===== config.mk =====
export PLATFORM = sky130hd
export DESIGN_NAME = irq_nest_ctrl
export DESIGN_NICKNAME = d
export VERILOG_FILES = /design/src/rtl/irq_nest_pkg.sv /design/src/rtl/irq_cfg_regs.sv /design/src/rtl/irq_resolver.sv /design/src/rtl/irq_inservice.sv /design/src/rtl/irq_nest_ctrl.sv
export SDC_FILE = /design/constraint.sdc
export NUM_CORES = 1
export LEC_CHECK = 0
export BUFFER_PORTS_ARGS = -buffer_cell sky130_fd_sc_hd__buf_2
export CORE_ASPECT_RATIO = 1.4
export CORE_MARGIN = 2
export CORE_UTILIZATION = 40
export CTS_CLUSTER_DIAMETER = 120
export DETAILED_ROUTE_END_ITERATION = 8
export PLACE_DENSITY = 0.63
export SYNTH_ARGS = -nofsm -noshare
export SYNTH_HDL_FRONTEND = slang
export SYNTH_SLANG_ARGS = --single-unit

===== constraint.sdc =====
create_clock -name clk -period 48.8 [get_ports clk]
set_input_delay 7.32 -clock clk [delete_from_list [all_inputs] [get_ports clk]]
set_output_delay 7.32 -clock clk [all_outputs]
set_load 0.01 [all_outputs]

===== src/rtl/irq_nest_pkg.sv =====
package irq_nest_pkg;
   localparam int unsigned LVL_W   = 2;
   localparam int unsigned NUM_LVL = 1 << LVL_W;
   typedef logic [LVL_W-1:0]   lvl_t;
   typedef logic [NUM_LVL-1:0] lvl_mask_t;
endpackage


===== src/rtl/irq_cfg_regs.sv =====
module irq_cfg_regs
   import irq_nest_pkg::*;
#(
   parameter int unsigned NUM_BANKS = 4,
   parameter int unsigned BANK_W    = 6,
   parameter int unsigned REG_AW    = 4,
   localparam int unsigned NUM_SRC  = NUM_BANKS * BANK_W
) (
   input  logic                      clk,
   input  logic                      rst_n,
   input  logic                      wr_en_i,
   input  logic [REG_AW-1:0]         wr_addr_i,
   input  logic [7:0]                wr_data_i,
   output logic [NUM_SRC-1:0]        src_en_o,
   output lvl_t [NUM_SRC-1:0]        src_lvl_o,
   output logic                      glob_en_o,
   output logic                      wr_hit_o
);
   localparam int unsigned PL_BASE = NUM_BANKS;
   localparam int unsigned PH_BASE = 2 * NUM_BANKS;
   localparam int unsigned PWR_ADR = 3 * NUM_BANKS;

   if (BANK_W > 7) begin : g_bad_bank_w
      $error("BANK_W must leave bit 7 for the global enable");
   end
   if (PWR_ADR >= (1 << REG_AW)) begin : g_bad_map
      $error("register map does not fit REG_AW");
   end

   logic [NUM_BANKS-1:0][BANK_W-1:0] en_q, pl_q, ph_q;
   logic                             ge_q;

   assign wr_hit_o = wr_en_i && (wr_addr_i <= REG_AW'(PWR_ADR));

   always_ff @(posedge clk or negedge rst_n) begin
      if (!rst_n)                              ge_q <= 1'b0;
      else if (wr_en_i && wr_addr_i == '0)     ge_q <= wr_data_i[7];
   end
   assign glob_en_o = ge_q;

   for (genvar b = 0; b < NUM_BANKS; b++) begin : g_bank
      always_ff @(posedge clk or negedge rst_n) begin
         if (!rst_n) begin
            en_q[b] <= '0;
            pl_q[b] <= '0;
            ph_q[b] <= '0;
         end else if (wr_en_i) begin
            if (wr_addr_i == REG_AW'(b))           en_q[b] <= wr_data_i[BANK_W-1:0];
            if (wr_addr_i == REG_AW'(PL_BASE + b)) pl_q[b] <= wr_data_i[BANK_W-1:0];
            if (wr_addr_i == REG_AW'(PH_BASE + b)) ph_q[b] <= wr_data_i[BANK_W-1:0];
         end
      end
      for (genvar i = 0; i < BANK_W; i++) begin : g_bit
         assign src_en_o[b*BANK_W+i]  = en_q[b][i];
         assign src_lvl_o[b*BANK_W+i] = {ph_q[b][i], pl_q[b][i]};
      end
   end

   // global enable follows bit 7 of a write to address 0
   p_glob_bit_r2: assert property (@(posedge clk) disable iff (!rst_n)
      (wr_en_i && wr_addr_i == '0) |=> (glob_en_o == $past(wr_data_i[7])));
endmodule


===== src/rtl/irq_resolver.sv =====
module irq_resolver
   import irq_nest_pkg::*;
#(
   parameter int unsigned NUM_SRC = 24,
   localparam int unsigned SRC_W  = $clog2(NUM_SRC)
) (
   input  logic [NUM_SRC-1:0] elig_i,
   input  lvl_t [NUM_SRC-1:0] lvl_i,
   output logic               found_o,
   output logic [SRC_W-1:0]   idx_o,
   output lvl_t               lvl_o
);
   // Scan from the top index down; ">=" lets a lower index take a tie.
   always_comb begin
      found_o = 1'b0;
      idx_o   = '0;
      lvl_o   = '0;
      for (int s = NUM_SRC - 1; s >= 0; s--) begin
         if (elig_i[s] && (!found_o || lvl_i[s] >= lvl_o)) begin
            found_o = 1'b1;
            idx_o   = SRC_W'(s);
            lvl_o   = lvl_i[s];
         end
      end
   end
endmodule


===== src/rtl/irq_inservice.sv =====
module irq_inservice
   import irq_nest_pkg::*;
(
   input  logic clk,
   input  logic rst_n,
   input  logic ack_i,
   input  logic grant_i,
   input  lvl_t lvl_i,
   input  logic reti_i,
   output logic busy_o,
   output lvl_t top_o
);
   lvl_mask_t isr_q, clr_mask, set_mask;

   always_comb begin
      top_o = '0;
      for (int l = 0; l < NUM_LVL; l++)
         if (isr_q[l]) top_o = lvl_t'(l);
   end
   assign busy_o = |isr_q;

   always_comb begin
      clr_mask = '0;
      set_mask = '0;
      if (reti_i && busy_o)   clr_mask[top_o] = 1'b1;
      if (ack_i && grant_i)   set_mask[lvl_i] = 1'b1;
   end

   always_ff @(posedge clk or negedge rst_n) begin
      if (!rst_n) isr_q <= '0;
      else        isr_q <= (isr_q & ~clr_mask) | set_mask;
   end

   // an accepted acknowledge marks its level as in service
   p_ack_sets_r6: assert property (@(posedge clk) disable iff (!rst_n)
      (ack_i && grant_i) |=> isr_q[$past(lvl_i)]);
   // a return alone retires exactly one level
   p_reti_one_r8: assert property (@(posedge clk) disable iff (!rst_n)
      (reti_i && !(ack_i && grant_i) && busy_o) |=>
         ($countones(isr_q) + 1 == $countones($past(isr_q))));
endmodule


===== src/rtl/irq_nest_ctrl.sv =====
module irq_nest_ctrl
   import irq_nest_pkg::*;
#(
   parameter int unsigned NUM_BANKS = 4,
   parameter int unsigned BANK_W    = 6,
   parameter int unsigned REG_AW    = 4,
   parameter int unsigned ADDR_W    = 16,
   parameter logic [15:0] VEC_BASE  = 16'h0003,
   localparam int unsigned NUM_SRC  = NUM_BANKS * BANK_W,
   localparam int unsigned SRC_W    = $clog2(NUM_SRC)
) (
   input  logic               clk,
   input  logic               rst_n,
   input  logic [23:0]        flags_i,
   input  logic               wr_en_i,
   input  logic [3:0]         wr_addr_i,
   input  logic [7:0]         wr_data_i,
   input  logic               ack_i,
   input  logic               reti_i,
   output logic               irq_req_o,
   output logic [4:0]         irq_vec_o,
   output logic [15:0]        irq_addr_o,
   output logic [1:0]         irq_level_o,
   output logic               wake_o
);
   if (NUM_SRC != 24 || REG_AW != 4 || ADDR_W != 16) begin : g_bad_ports
      $error("port widths assume 24 sources, 4-bit address, 16-bit vector");
   end

   logic [NUM_SRC-1:0] src_en, elig;
   lvl_t [NUM_SRC-1:0] src_lvl;
   logic               glob_en, wr_hit, hold_q;
   logic               found, busy, allow;
   logic [SRC_W-1:0]   win_idx;
   lvl_t               win_lvl, top_lvl;

   irq_cfg_regs #(.NUM_BANKS(NUM_BANKS), .BANK_W(BANK_W), .REG_AW(REG_AW)) u_regs (
      .clk(clk), .rst_n(rst_n),
      .wr_en_i(wr_en_i), .wr_addr_i(wr_addr_i), .wr_data_i(wr_data_i),
      .src_en_o(src_en), .src_lvl_o(src_lvl), .glob_en_o(glob_en), .wr_hit_o(wr_hit));

   assign elig   = flags_i & src_en & {NUM_SRC{glob_en}};
   assign wake_o = |(flags_i & src_en);

   irq_resolver #(.NUM_SRC(NUM_SRC)) u_res (
      .elig_i(elig), .lvl_i(src_lvl),
      .found_o(found), .idx_o(win_idx), .lvl_o(win_lvl));

   irq_inservice u_isr (
      .clk(clk), .rst_n(rst_n), .ack_i(ack_i), .grant_i(irq_req_o),
      .lvl_i(win_lvl), .reti_i(reti_i), .busy_o(busy), .top_o(top_lvl));

   always_ff @(posedge clk or negedge rst_n) begin
      if (!rst_n) hold_q <= 1'b0;
      else        hold_q <= wr_hit;
   end

   assign allow       = !busy || (win_lvl > top_lvl);
   assign irq_req_o   = found && allow && !hold_q && !wr_hit;
   assign irq_vec_o   = win_idx;
   assign irq_level_o = win_lvl;
   assign irq_addr_o  = VEC_BASE + (ADDR_W'(win_idx) << 3);

   // the cycle after a register write never carries a request
   p_holdoff_r9: assert property (@(posedge clk) disable iff (!rst_n)
      wr_hit |=> !irq_req_o);
   // no request without the global enable
   p_glob_gate_r2: assert property (@(posedge clk) disable iff (!rst_n)
      irq_req_o |-> glob_en);
   // a request always comes with wake
   p_wake_r10: assert property (@(posedge clk) disable iff (!rst_n)
      irq_req_o |-> wake_o);
   // while nested, only a strictly higher level is presented
   p_preempt_r7: assert property (@(posedge clk) disable iff (!rst_n)
      (irq_req_o && busy) |-> (irq_level_o > top_lvl));
endmodule


== Yosys cells after proc, flatten, opt, wreduce, memory -nomap -nowiden ==
Cells that the tools add are included.

* $add $sub $neg: 1
* Magnitude comparators: 29
* Eq/ne operators: 11
* Muxes and demuxes: 81
* Bitwise logic cells: 5
* Reductions and logical operators: 97

{| class="wikitable"
|+ Operators with widths
! cell !! number
|-
| $mux W5 || 24
|-
| $mux W2 || 26
|-
| $and A24 B24 Y24 || 2
|-
| $ge A2 B2 Y1 || 23
|-
| $logic_and A1 B1 Y1 || 32
|-
| $mux W1 || 27
|-
| $logic_not A1 Y1 || 26
|-
| $logic_or A1 B1 Y1 || 24
|-
| $reduce_and A2 Y1 || 12
|-
| $reduce_or A24 Y1 || 1
|-
| $eq A4 B3 Y1 const B || 4
|-
| $eq A4 B4 Y1 const B || 4
|-
| $add A2 B8 Y9 const A || 1
|-
| $eq A4 B2 Y1 const B || 2
|-
| $mux W4 || 2
|-
| $lt A2 B3 Y1 const B || 2
|-
| $and A4 B4 Y4 || 1
|-
| $demux W1 S2 || 2
|-
| $eq A4 B1 Y1 const B || 1
|-
| $ge A2 B1 Y1 const B || 2
|-
| $le A4 B4 Y1 const B || 1
|-
| $logic_not A4 Y1 || 1
|-
| $not A4 Y4 || 1
|-
| $or A4 B4 Y4 || 1
|-
| 2 further kinds || 2
|}

* Register bits: 78
* Logic and storage cells: 239

== Logic depth before layout (Yosys ltp) ==
* Depth after elaboration: 103
* Gate-level depth with buffers: 166
* Gate-level depth less buffers: 163

== Cells and area by module ==
From an unflattened synthesis, not the netlist that was laid out.

* Cells, all modules: 637
* Area, all modules: 6074.6 um^2

{| class="wikitable"
|+ By module, submodules not included
! module !! instances !! cells an instance !! area each (um^2)
|-
| irq_cfg_regs || 1 || 178 || 2812.7
|-
| irq_resolver || 1 || 368 || 2561.2
|-
| irq_nest_ctrl || 1 || 71 || 504.2
|-
| irq_inservice || 1 || 20 || 196.4
|}

== Worst setup path before layout ==
OpenSTA, ideal clock, no wires.

* Kind: in2out
* Start: in flags_i[23]
* End: out irq_req_o
* Arrival time: 36.327 ns
* Required time: 41.480 ns
* Slack: 5.153 ns
* Stages: 155
* Buffers on the path: 0
* Path through: nand2_1 -> nor3_1 -> ha_1 -> nand2b_1 -> a211oi_1 -> o32a_1 -> nor2_1 -> ha_1 -> nand2b_1 -> a221oi_1 -> nor3_1 -> o31ai_1 -> ha_1 -> nand2b_1 -> a211o_1 -> nor3b_2 -> a311oi_1 -> a21o_1 -> (+119 left out) -> nand2b_1 -> maj3_1 -> nor2_1 -> nor2_1 -> o21a_1 -> mux2_2 -> ha_1 -> nand2b_1 -> a21oi_1 -> a21oi_1 -> nor2_1 -> nand2_1 -> o211ai_2 -> inv_2 -> ha_1 -> a21oi_1 -> a21oi_1 -> nor4_1

* Longest elaborated chain between the ends: 100
* Elaborated cells between the ends (all ways): 147

{| class="wikitable"
|+ RTL lines
! item !! RTL line !! source
|-
| start, declared || irq_nest_ctrl.sv:14 || <nowiki>input logic [23:0] flags_i,</nowiki>
|-
| $and A24 B24 Y24 * (2 in series) || irq_nest_ctrl.sv:42 || <nowiki>assign elig = flags_i & src_en & {NUM_SRC{glob_en}};</nowiki>
|-
| $mux W2 or $mux W1 (tied branches) || irq_resolver.sv:19 || <nowiki>if (elig_i[s] && (!found_o || lvl_i[s] >= lvl_o)) begin</nowiki>
|-
| $ge A2 B2 Y1 or $logic_not A1 Y1 (tied branches) || irq_resolver.sv:19 ||
|-
| $logic_or A1 B1 Y1 || irq_resolver.sv:19 ||
|-
| $logic_and A1 B1 Y1 || irq_resolver.sv:19 ||
|-
| $mux W2 or $mux W1 (tied branches) || irq_resolver.sv:19 ||
|-
| $ge A2 B2 Y1 or $logic_not A1 Y1 (tied branches) || irq_resolver.sv:19 ||
|-
| $logic_or A1 B1 Y1 || irq_resolver.sv:19 ||
|-
| (+82 left out) || n/a ||
|-
| $ge A2 B2 Y1 or $logic_not A1 Y1 (tied branches) || irq_resolver.sv:19 ||
|-
| $logic_or A1 B1 Y1 || irq_resolver.sv:19 ||
|-
| $logic_and A1 B1 Y1 || irq_resolver.sv:19 ||
|-
| $mux W2 * || irq_resolver.sv:19 ||
|-
| named net irq_level_o[0] || irq_nest_ctrl.sv:23 || <nowiki>output logic [1:0] irq_level_o,</nowiki>
|-
| $gt A2 B2 Y1 * || irq_nest_ctrl.sv:58 || <nowiki>assign allow = !busy || (win_lvl > top_lvl);</nowiki>
|-
| $logic_or A1 B1 Y1 * || irq_nest_ctrl.sv:58 ||
|-
| $logic_and A1 B1 Y1 * (3 in series) || irq_nest_ctrl.sv:59 || <nowiki>assign irq_req_o = found && allow && !hold_q && !wr_hit;</nowiki>
|-
| end, declared || irq_nest_ctrl.sv:20 || <nowiki>output logic irq_req_o,</nowiki>
|}

The timed path passes the listed nets; every way through them passes the cells marked *.

== Worst setup path in the final report ==
* Start: in flags_i[23]
* End: out irq_req_o

* Longest elaborated chain between the ends: 100
* Elaborated cells between the ends (all ways): 147

{| class="wikitable"
|+ RTL lines
! item !! RTL line
|-
| $and A24 B24 Y24 * (2 in series) || irq_nest_ctrl.sv:42
|-
| $mux W2 or $mux W1 (tied branches) || irq_resolver.sv:19
|-
| $ge A2 B2 Y1 or $logic_not A1 Y1 (tied branches) || irq_resolver.sv:19
|-
| $logic_or A1 B1 Y1 || irq_resolver.sv:19
|-
| $logic_and A1 B1 Y1 || irq_resolver.sv:19
|-
| $mux W2 or $mux W1 (tied branches) || irq_resolver.sv:19
|-
| $ge A2 B2 Y1 or $logic_not A1 Y1 (tied branches) || irq_resolver.sv:19
|-
| $logic_or A1 B1 Y1 || irq_resolver.sv:19
|-
| (+81 left out) || n/a
|-
| $mux W2 or $mux W1 (tied branches) || irq_resolver.sv:19
|-
| $ge A2 B2 Y1 or $logic_not A1 Y1 (tied branches) || irq_resolver.sv:19
|-
| $logic_or A1 B1 Y1 || irq_resolver.sv:19
|-
| $logic_and A1 B1 Y1 || irq_resolver.sv:19
|-
| $mux W2 || irq_resolver.sv:19
|-
| $gt A2 B2 Y1 || irq_nest_ctrl.sv:58
|-
| $logic_or A1 B1 Y1 || irq_nest_ctrl.sv:58
|-
| $logic_and A1 B1 Y1 * (3 in series) || irq_nest_ctrl.sv:59
|}

Every way passes the cells marked *; elsewhere a longest branch is shown, timed or not.

==> results.md <==
* Status: completed
* Yosys cell types at 79
* Crit path to: irq_req_o
* Worst R2R End: u_isr.isr_q[0]
* Pwr Density at 49.3 mW/mm^2
* Place WS at 1.37 ns
* DR vias/cell at 5.86
* Worst min path class: register to register
* Mean Syn Cell Area at 8.98 um^2
* CTS tree: built
* Post-Syn Instances at 655
* DRT Wirelength at 16.7 mm
* Register bit total from synthesis at 78
* Final period util at 95.7%
* Drt first-iter violations at 369
* Mux cell area share after synthesis at 11.4%
* I/O pins at 66
* Async set-reset flop share out of synthesis at 100%
* Fin. Hold Viols at 0
* Starting Density at 40.7%
* Synth Area in XOR/XNOR at 0%
* Worst setup EP type: primary output
* Max incr delay on CP at 0.44 ns
* Largest family of logic cells by synthesized area: compound AO/OA/AOI/OAI gates
* Synth Area in Adders at 8.00%
* Shortest period the worst path allows at 46.70 ns
* Critical Path Source: flags_i[23]
* Initial antenna violation count at 0
* Die Ht at 147 um
* Register area at 0.00195 mm^2
* GPL Wtd Cong at 0.880
* Crit-path max FO at 7
* Post-DP HPWL at 12.5 mm
* Clock sinks at 78
* Worst Max-Slew Pin Slew at 1.02 ns
* Sequential share of the synthesized area at 33.2%
* Startpoint class of the critical path: input pin
* Most common cell after layout, fill and taps aside: dfrtp_1
* Fin cells at 890
* Core region area at 0.0144 mm^2
* Row count at 52
* Average routed wire per standard cell at 18.8 um
* First-pass GRT wire length at 26.8 mm
* CP Class: input pin to primary output
* Antenna-violating nets left at 0
* TritonRoute pass-1 iters at 5
* Die area at 0.0157 mm^2
* CP Data Arrival Time at 39.38 ns
* Die W at 106 um
* Fraction of layout cells with a size suffix above 1 at 25.2%
* Post-synth EDFFs at 0
* R2r startpoint: u_regs.glob_en_o
* Placed cells at 870
* Main flop type after synthesis: dfrtp_1
* Fmax at 21.4 MHz
* Worst slew margin at 31.9%
* Fin worst setup slack at 2.10 ns
* P&R area growth vs syn at 12.9%
* R2r worst-path depth at 160
* Nets@finish at 768
* Clk buf depth at 2
* Worst R2R Setup Slack at 15.69 ns
* MaxCap Viol Count at 0
* CP dominant cell by count: ha_1
* H-tree level count at 3
* Register clock-pin slew on the reported worst setup and hold paths at 0.06 ns
* Total grt overflow at 0
* Number of setup violations in the final report at 0
* Antenna cells at 0
* Leak at 2.99 nW
* Fillers at 1420
* Num CTS Buffers at 9
* Largest net degree at the start of global routing at 79
* Latest clock arrival within the worst-skew pair at 0.35 ns
* Area of the multi-input gates at 0.00372 mm^2
* Vias in the first global route at 5334
* Worst VDD drop at 0.0000179 V
* Via count at 5219
* Simple-Gate Fraction of Synth Area at 20.0%
* Port Buf Inserts at 53
* Yosys Warn Count at 0
* Compound-Gate Fraction of Synth Area at 21.3%
* Crit path required time at 41.48 ns
* DRC viols at 0
* Slowest CP cell: o41ai_4
* Synthesized cell area at 0.00588 mm^2
* GRT Total Usage at 21.9%
* Most frequent cells in the layout: dfrtp_1 (78), nand2_1 (69), mux2_2 (58)
* Fin. max-slew vios at 0
* Root Driver: clkbuf_16
* Layout Skew at 0.00677 ns
## state kept, by name, indices dropped and copies added, names as in the netlist
signal	flops
u_regs.glob_en_o	1
hold_q	1
u_regs.src_en_o	24
u_isr.isr_q	4
u_regs.src_lvl_o	48
## stage by stage
stage                     utilization [%]  instance area [um^2]  TNS, ns  hold slack [ns]  total power, mW
after global placement               43.1                  6220        0            0.487            0.248
final                                46.0                  6640        0            0.510            0.327
after detailed placement             43.1                  6220        0            0.498            0.254
after floorplan                         -                  5920        0            0.470            0.214
after global routing                 46.0                  6640   -0.152            0.539            0.353
after CTS                            45.0                  6500        0            0.512            0.320
## metal layers
layer  global-route usage [%]  vias to the layer above  share of wire (%)
met1                     26.0                     2537                 41
li1                         -                     2469                  -
met3                     2.73                       47                4.3
met5                        0                        -                  0
met2                     38.4                      166                 51
met4                     11.3                        0                4.2
## area by class of cell
type                    count  area share, %
clock buffers               9           3.39
flip-flops and latches     78           29.4
well taps                 189           3.56
multi-input cells         511           56.0
inverters                  38           2.15
clock inverters             7          0.848
repair buffers             58           4.60
## worst min-delay path by stage
stage / end / cells after the start / start
5_1_grt: u_regs.src_en_o[14] / 1 / u_regs.src_en_o[14]
6_report: u_regs.src_en_o[15] / 1 / u_regs.src_en_o[15]
3_3_place_gp: u_regs.src_en_o[15] / 1 / u_regs.src_en_o[15]
4_1_cts: u_regs.src_en_o[15] / 1 / u_regs.src_en_o[15]
3_5_place_dp: u_regs.src_en_o[15] / 1 / u_regs.src_en_o[15]
2_1_floorplan: u_isr.isr_q[0] / 2 / u_isr.isr_q[0]
## worst max-delay path, delay by kind of cell
family | cells | cell delay (ns)
multiplexers | 5 | 1.72
adder cells (fa/ha/maj) | 31 | 8.50
AO/OA/AOI/OAI | 63 | 12.54
buffers and inverters | 5 | 0.55
AND/OR/NAND/NOR | 55 | 8.69
## timing repair
| item | 4_1_cts | 5_1_grt |
|---|---|---|
| hold buffers | 0 | 0 |
| resized for setup | 0 | 18 |
| buffers inserted | 0 | 4 |
| endpoints found under the setup margin | 0 | 13 |
## cells by family (layout without fill, tap and decap cells)
| group | Yosys count | after routing |
|---|---|---|
| buffers and inverters | 75 | 112 |
| and+or+nand+nor | 233 | 233 |
| muxes | 60 | 60 |
| other | 2 | 11 |
| adders and majority gates | 39 | 39 |
| DFF | 78 | 78 |
| AOI/OAI and AO/OA | 168 | 168 |
## power breakdown
part           total (mW)  leakage (nW)  internal, mW  switching, mW
Clock              0.0650         0.137        0.0351         0.0299
Sequential         0.0933         0.955        0.0802         0.0132
Combinational       0.169          1.90        0.0720         0.0967
## synthesized netlist by cell type (4+ instances only)
cell / n / area share [%]
dfrtp_1: 78 / 33
nand2_1: 69 / 4.4
mux2_2: 58 / 11
nor2_1: 40 / 2.6
inv_1: 36 / 2.3
o21ai_0: 36 / 3.1
a21oi_1: 33 / 2.8
ha_1: 31 / 6.6
nand3_1: 26 / 2.2
nand2b_1: 25 / 2.7
clkbuf_1: 18 / 1.1
buf_4: 16 / 2.0
and3_1: 15 / 1.6
nor3_1: 12 / 1.0
a21o_1: 9 / 1.1
a22oi_1: 8 / 1.0
nor2b_1: 8 / 0.85
nand4_1: 7 / 0.74
a221oi_1: 6 / 0.89
maj3_1: 6 / 1.0
a211oi_1: 5 / 0.64
a31oi_1: 5 / 0.53
and2_1: 5 / 0.53
o31ai_1: 5 / 0.64
a211oi_2: 4 / 0.85
a311o_1: 4 / 0.68
or3_1: 4 / 0.43
Power figures use the tool's default switching activity.
